==> src/rtl/plru_pkg.sv <==
package plru_pkg;

    typedef enum logic [1:0] {
        WAY_A = 2'd0,
        WAY_B = 2'd1,
        WAY_C = 2'd2,
        WAY_D = 2'd3
    } way_e;

    // One replacement tree; 1 = left side of the node was used last.
    typedef struct packed {
        logic cd_side;   // C (1) versus D (0)
        logic ab_side;   // A (1) versus B (0)
        logic root;      // pair AB (1) versus pair CD (0)
    } tree_t;

    localparam tree_t TREE_RESET = '{cd_side: 1'b0, ab_side: 1'b0, root: 1'b0};

endpackage

==> src/rtl/plru_tree_update.sv <==
module plru_tree_update
    import plru_pkg::*;
(
    input  tree_t cur_tree,
    input  way_e  used_way,
    output tree_t nxt_tree
);

    always_comb begin
        nxt_tree = cur_tree;
        unique case (used_way)
            WAY_A: begin
                nxt_tree.root    = 1'b1;
                nxt_tree.ab_side = 1'b1;
            end
            WAY_B: begin
                nxt_tree.root    = 1'b1;
                nxt_tree.ab_side = 1'b0;
            end
            WAY_C: begin
                nxt_tree.root    = 1'b0;
                nxt_tree.cd_side = 1'b1;
            end
            WAY_D: begin
                nxt_tree.root    = 1'b0;
                nxt_tree.cd_side = 1'b0;
            end
            default: nxt_tree = cur_tree;
        endcase
    end

endmodule

==> src/rtl/plru_victim_pick.sv <==
module plru_victim_pick
    import plru_pkg::*;
(
    input  tree_t tree,
    output way_e  victim
);

    always_comb begin
        unique case ({tree.root, tree.root ? tree.cd_side : tree.ab_side})
            2'b00:   victim = WAY_A;
            2'b01:   victim = WAY_B;
            2'b10:   victim = WAY_C;
            2'b11:   victim = WAY_D;
            default: victim = WAY_A;
        endcase
    end

endmodule

==> src/rtl/plru_tree_bank.sv <==
module plru_tree_bank
    import plru_pkg::*;
#(
    parameter int NUM_SETS = 16,
    localparam int SET_W   = (NUM_SETS > 1) ? $clog2(NUM_SETS) : 1
) (
    input  logic             clk,
    input  logic             rst_n,
    input  logic             wr_en,
    input  logic [SET_W-1:0] wr_set,
    input  tree_t            wr_tree,
    input  logic [SET_W-1:0] rd_a_set,
    output tree_t            rd_a_tree,
    input  logic [SET_W-1:0] rd_b_set,
    output tree_t            rd_b_tree
);

    tree_t [NUM_SETS-1:0] tree_q;

    for (genvar s = 0; s < NUM_SETS; s++) begin : g_set
        logic set_we;
        assign set_we = wr_en && (wr_set == SET_W'(s));

        always_ff @(posedge clk or negedge rst_n) begin
            if (!rst_n) begin
                tree_q[s] <= TREE_RESET;
            end else if (set_we) begin
                tree_q[s] <= wr_tree;
            end
        end


        untouched_set_stable_chk: assert property (@(posedge clk) disable iff (!rst_n)
            !(wr_en && wr_set == SET_W'(s)) |=> $stable(tree_q[s]));
    end

    assign rd_a_tree = tree_q[rd_a_set];
    assign rd_b_tree = tree_q[rd_b_set];

endmodule

==> src/rtl/plru_way_sel.sv <==
module plru_way_sel
    import plru_pkg::*;
#(
    parameter int NUM_SETS = 16,
    localparam int SET_W   = (NUM_SETS > 1) ? $clog2(NUM_SETS) : 1
) (
    input  logic             clk,
    input  logic             rst_n,
    input  logic             acc_valid,
    input  logic [SET_W-1:0] acc_set,
    input  logic [1:0]       acc_way,
    input  logic [SET_W-1:0] qry_set,
    output logic [1:0]       victim_way
);

    tree_t acc_cur;
    tree_t acc_nxt;
    tree_t qry_tree;
    way_e  victim_e;
    way_e  acc_way_e;

    assign acc_way_e = way_e'(acc_way);

    plru_tree_bank #(.NUM_SETS(NUM_SETS)) u_bank (
        .clk       (clk),
        .rst_n     (rst_n),
        .wr_en     (acc_valid),
        .wr_set    (acc_set),
        .wr_tree   (acc_nxt),
        .rd_a_set  (acc_set),
        .rd_a_tree (acc_cur),
        .rd_b_set  (qry_set),
        .rd_b_tree (qry_tree)
    );

    plru_tree_update u_update (
        .cur_tree (acc_cur),
        .used_way (acc_way_e),
        .nxt_tree (acc_nxt)
    );

    plru_victim_pick u_pick (
        .tree   (qry_tree),
        .victim (victim_e)
    );

    assign victim_way = victim_e;


    access_a_update_chk: assert property (@(posedge clk) disable iff (!rst_n)
        (acc_valid && acc_way == 2'd0) |=>
            (u_bank.tree_q[$past(acc_set)].root == 1'b1) &&
            (u_bank.tree_q[$past(acc_set)].ab_side == 1'b1) &&
            (u_bank.tree_q[$past(acc_set)].cd_side == $past(acc_cur.cd_side)));


    access_b_update_chk: assert property (@(posedge clk) disable iff (!rst_n)
        (acc_valid && acc_way == 2'd1) |=>
            (u_bank.tree_q[$past(acc_set)].root == 1'b1) &&
            (u_bank.tree_q[$past(acc_set)].ab_side == 1'b0) &&
            (u_bank.tree_q[$past(acc_set)].cd_side == $past(acc_cur.cd_side)));


    access_c_update_chk: assert property (@(posedge clk) disable iff (!rst_n)
        (acc_valid && acc_way == 2'd2) |=>
            (u_bank.tree_q[$past(acc_set)].root == 1'b0) &&
            (u_bank.tree_q[$past(acc_set)].cd_side == 1'b1) &&
            (u_bank.tree_q[$past(acc_set)].ab_side == $past(acc_cur.ab_side)));


    access_d_update_chk: assert property (@(posedge clk) disable iff (!rst_n)
        (acc_valid && acc_way == 2'd3) |=>
            (u_bank.tree_q[$past(acc_set)].root == 1'b0) &&
            (u_bank.tree_q[$past(acc_set)].cd_side == 1'b0) &&
            (u_bank.tree_q[$past(acc_set)].ab_side == $past(acc_cur.ab_side)));


    victim_left_pair_chk: assert property (@(posedge clk) disable iff (!rst_n)
        !qry_tree.root |-> (victim_way == {1'b0, qry_tree.ab_side}));


    victim_right_pair_chk: assert property (@(posedge clk) disable iff (!rst_n)
        qry_tree.root |-> (victim_way == {1'b1, qry_tree.cd_side}));

endmodule

==> config.mk <==
export PLATFORM = sky130hd
export DESIGN_NAME = plru_way_sel
export DESIGN_NICKNAME = d
export VERILOG_FILES = /design/src/rtl/plru_pkg.sv /design/src/rtl/plru_tree_update.sv /design/src/rtl/plru_victim_pick.sv /design/src/rtl/plru_tree_bank.sv /design/src/rtl/plru_way_sel.sv
export SDC_FILE = /design/constraint.sdc
export NUM_CORES = 1
export LEC_CHECK = 0
export BUFFER_PORTS_ARGS = -buffer_cell sky130_fd_sc_hd__clkbuf_2
export CORE_UTILIZATION = 49
export DETAILED_ROUTE_END_ITERATION = 6
export PLACE_DENSITY = 0.7
export SKIP_LAST_GASP = 1
export SYNTH_ARGS = -nofsm -noshare
export SYNTH_HDL_FRONTEND = slang
export SYNTH_HIERARCHICAL = 1
export SYNTH_SLANG_ARGS = --single-unit
==> constraint.sdc <==
create_clock -name clk -period 4.8 [get_ports clk]
set_input_delay 0.24 -clock clk [delete_from_list [all_inputs] [get_ports clk]]
set_output_delay 0.24 -clock clk [all_outputs]
set_load 0.02 [all_outputs]
==> summary.md <==
| Metric | Value |
|---|---|
| Setup Buffers After CTS | `0` |
| Top flop regs | `u_bank/tree_q (48)` |
| MaxCap Viol Count | `0` |
| WP data arrival | `2.14 ns` |
| Worst setup path category | `in2out` |
| Synthesis Warnings | `6` |
| First-pass GRT wire length | `between 8000 and 9000 µm` |
| Antenna Nets Post-Route | `0` |
| Syn avg cell area | `14.5 µm²` |
| Worst EP required | `4.56 ns` |
| Post-DP HPWL | `3710 µm` |
| DRC violations left | `0` |
| Area growth, synth to finish | `7.03%` |
| DR WL/cell | `20.2 µm` |
| Vias per Instance | `6.16` |
| Static Leak | `1.25 nW` |
| DR iter-0 viols | `78` |
| Max Root-Sink Buffers | `2` |
| Fmax | `around 420 MHz` |
| CP most frequent cell | `clkbuf_2` |
| Crit path max-delay family | `multiplexers` |
| CP Launch Type | `primary input` |
| WP buf/inv | `2` |
| CTS clk-pin slew, worst paths | `0.08 ns` |
| Worst skew pair latency | `roughly 0.29 ns` |
| Cell row count | `26` |
| Slew Limit Fails | `0` |
| Crit path max fanout | `12` |
| Final net count | `between 200 and 250` |
| Power per cell area | `378 nW/µm²` |
| Crit path time final | `2.38 ns` |
| Filler cell count | `434` |
| Min-delay worst type | `in2async` |
| Post-CTS Resized | `0` |
| Placed insts | `257` |
| Post-DP Area | `roughly 2700 µm²` |
| Number of buffers created by CTS | `5` |
| Inserted Diodes | `0` |
| Crit path capture type | `output port` |
| Min Hold Slack | `0.167 ns` |
| Vias post-DR | `1,615` |
| Slowest CP cell | `mux4_1` |
| Cells after Synth | `181` |
| Chip height | `75.1 µm` |
| Worst Max-Slew Pin Slew | `1.16 ns` |
| RSZ-0062 raised after global routing | `no` |
| H-tree levels | `2` |
| Cell Count, Final, Fillers Out | `262` |
| Grt ovf | `0` |
| Total GRT Usage | `21.4%` |
| Largest net degree at the start of global routing | `between 40 and 50` |
| Post-Syn Area | `2620 µm²` |
| CTS Hold Bufs | `0` |
| Core area | `5140 µm²` |
| Root Buffer | `clkbuf_8` |
| Placer Congestion | `between 0.8 and 0.9` |
| Tcrit/Tclk final | `49.6%` |
| TritonCTS clock tree | `yes` |
| Mapped Nets | `around 190` |
| Ports | `15` |
| Initial Utilization | `50.9%` |
| Fin area | `2800 µm²` |
| Rel. slew slack | `22.4%` |
| Initial antenna violation count | `0` |
| Hold Fails Final Rpt | `0` |
| Clock Skews | `0.00707 ns` |
| Final TNS setup | `0 ns` |
| Number of global-route vias before repair | `1,661` |
| Status | `completed` |
| Final setup fails | `0` |
| Max FFs per register | `48` |
| Maximum vdd ir drop | `0.000193 V` |
| Drt total wl | `5310 µm` |
| DIE WIDTH | `75.1 µm` |
| Pre-Repair DR Iteration Count | `4` |
| # clock sinks | `48` |
| Final core occ | `54.5%` |
| Ratio of cells with drive above 1 in the final layout | `about two fifths` |
| PortBufs | `14` |
| Biggest register | `u_bank/tree_q` |
| Crit path largest cell delay | `0.68 ns` |
| Die area | `5640 µm²` |
| Worst-path cell chain | `clkbuf_2 > mux4_1 > a22oi_1 > nand3_1 > mux2_4 > clkbuf_2` |
[layout make-up]
class	count	area (µm²)	share of cell area (%)
Inverter	1	3.75	0.134
Tap cell	70	87.6	3.13
Timing Repair Buffer	15	77.6	2.77
Sequential cell	48	1200	42.9
Clock buffer	5	68.8	2.46
Multi-Input combinational cell	123	1360	48.6
[report_power, final]
| part | internal (W) | total, W | switching [W] |
|---|---|---|---|
| Clock | 0.0000940 | 0.000210 | 0.000116 |
| Combinational | 0.000169 | 0.000281 | 0.000112 |
| Sequential | 0.000503 | 0.000567 | 0.0000641 |
[cell usage in the layout (no fill, tap or decap), types with 2 or more instances in the layout]
master	count
dfrtp_1	48
mux4_1	13
or3_4	2
nand2b_1	3
nor2_1	12
mux4_2	7
nand2_1	8
nand3b_1	4
clkbuf_8	5
nand3_1	11
mux2_2	47
a22oi_1	3
a22oi_2	2
nor2b_1	4
clkbuf_2	14
[routing by layer]
metal / wire (µm) / GRT usage (%) / vias up
li1: - / - / 726
met1: 2320 / 28.5 / 824
met2: 2650 / 36.5 / 55
met3: 243 / 2.95 / 10
met4: 96 / 6.71 / 0
met5: 0 / 0 / -
[final timing paths]
kind / endpoint / start / slack (ns) / cells after the start
max: victim_way[0] / qry_set[0] / 2.42 / 6
min: u_bank/tree_q[30]$_DFFE_PN0P_ / rst_n / 0.17 / 1
max reg2reg: u_bank/tree_q[47]$_DFFE_PN0P_ / u_bank/tree_q[5]$_DFFE_PN0P_ / 2.77 / 6
min reg2reg: u_bank/tree_q[27]$_DFFE_PN0P_ / u_bank/tree_q[27]$_DFFE_PN0P_ / 0.50 / 1
max in group asynchronous: u_bank/tree_q[43]$_DFFE_PN0P_ / rst_n / 3.91 / 1
min in group clk: u_bank/tree_q[25]$_DFFE_PN0P_ / acc_way[1] / 0.49 / 4
[per-stage QoR]
stage / total power [W] / setup WS (ns)
after CTS: 0.00107 / 2.37
after detailed placement: 0.000856 / 2.38
final: 0.00106 / 2.42
after floorplan: 0.000770 / 2.91
after global routing: 0.00112 / 2.33
after global placement: 0.000839 / 2.42
No activity file was read; power rests on OpenSTA's default activity.
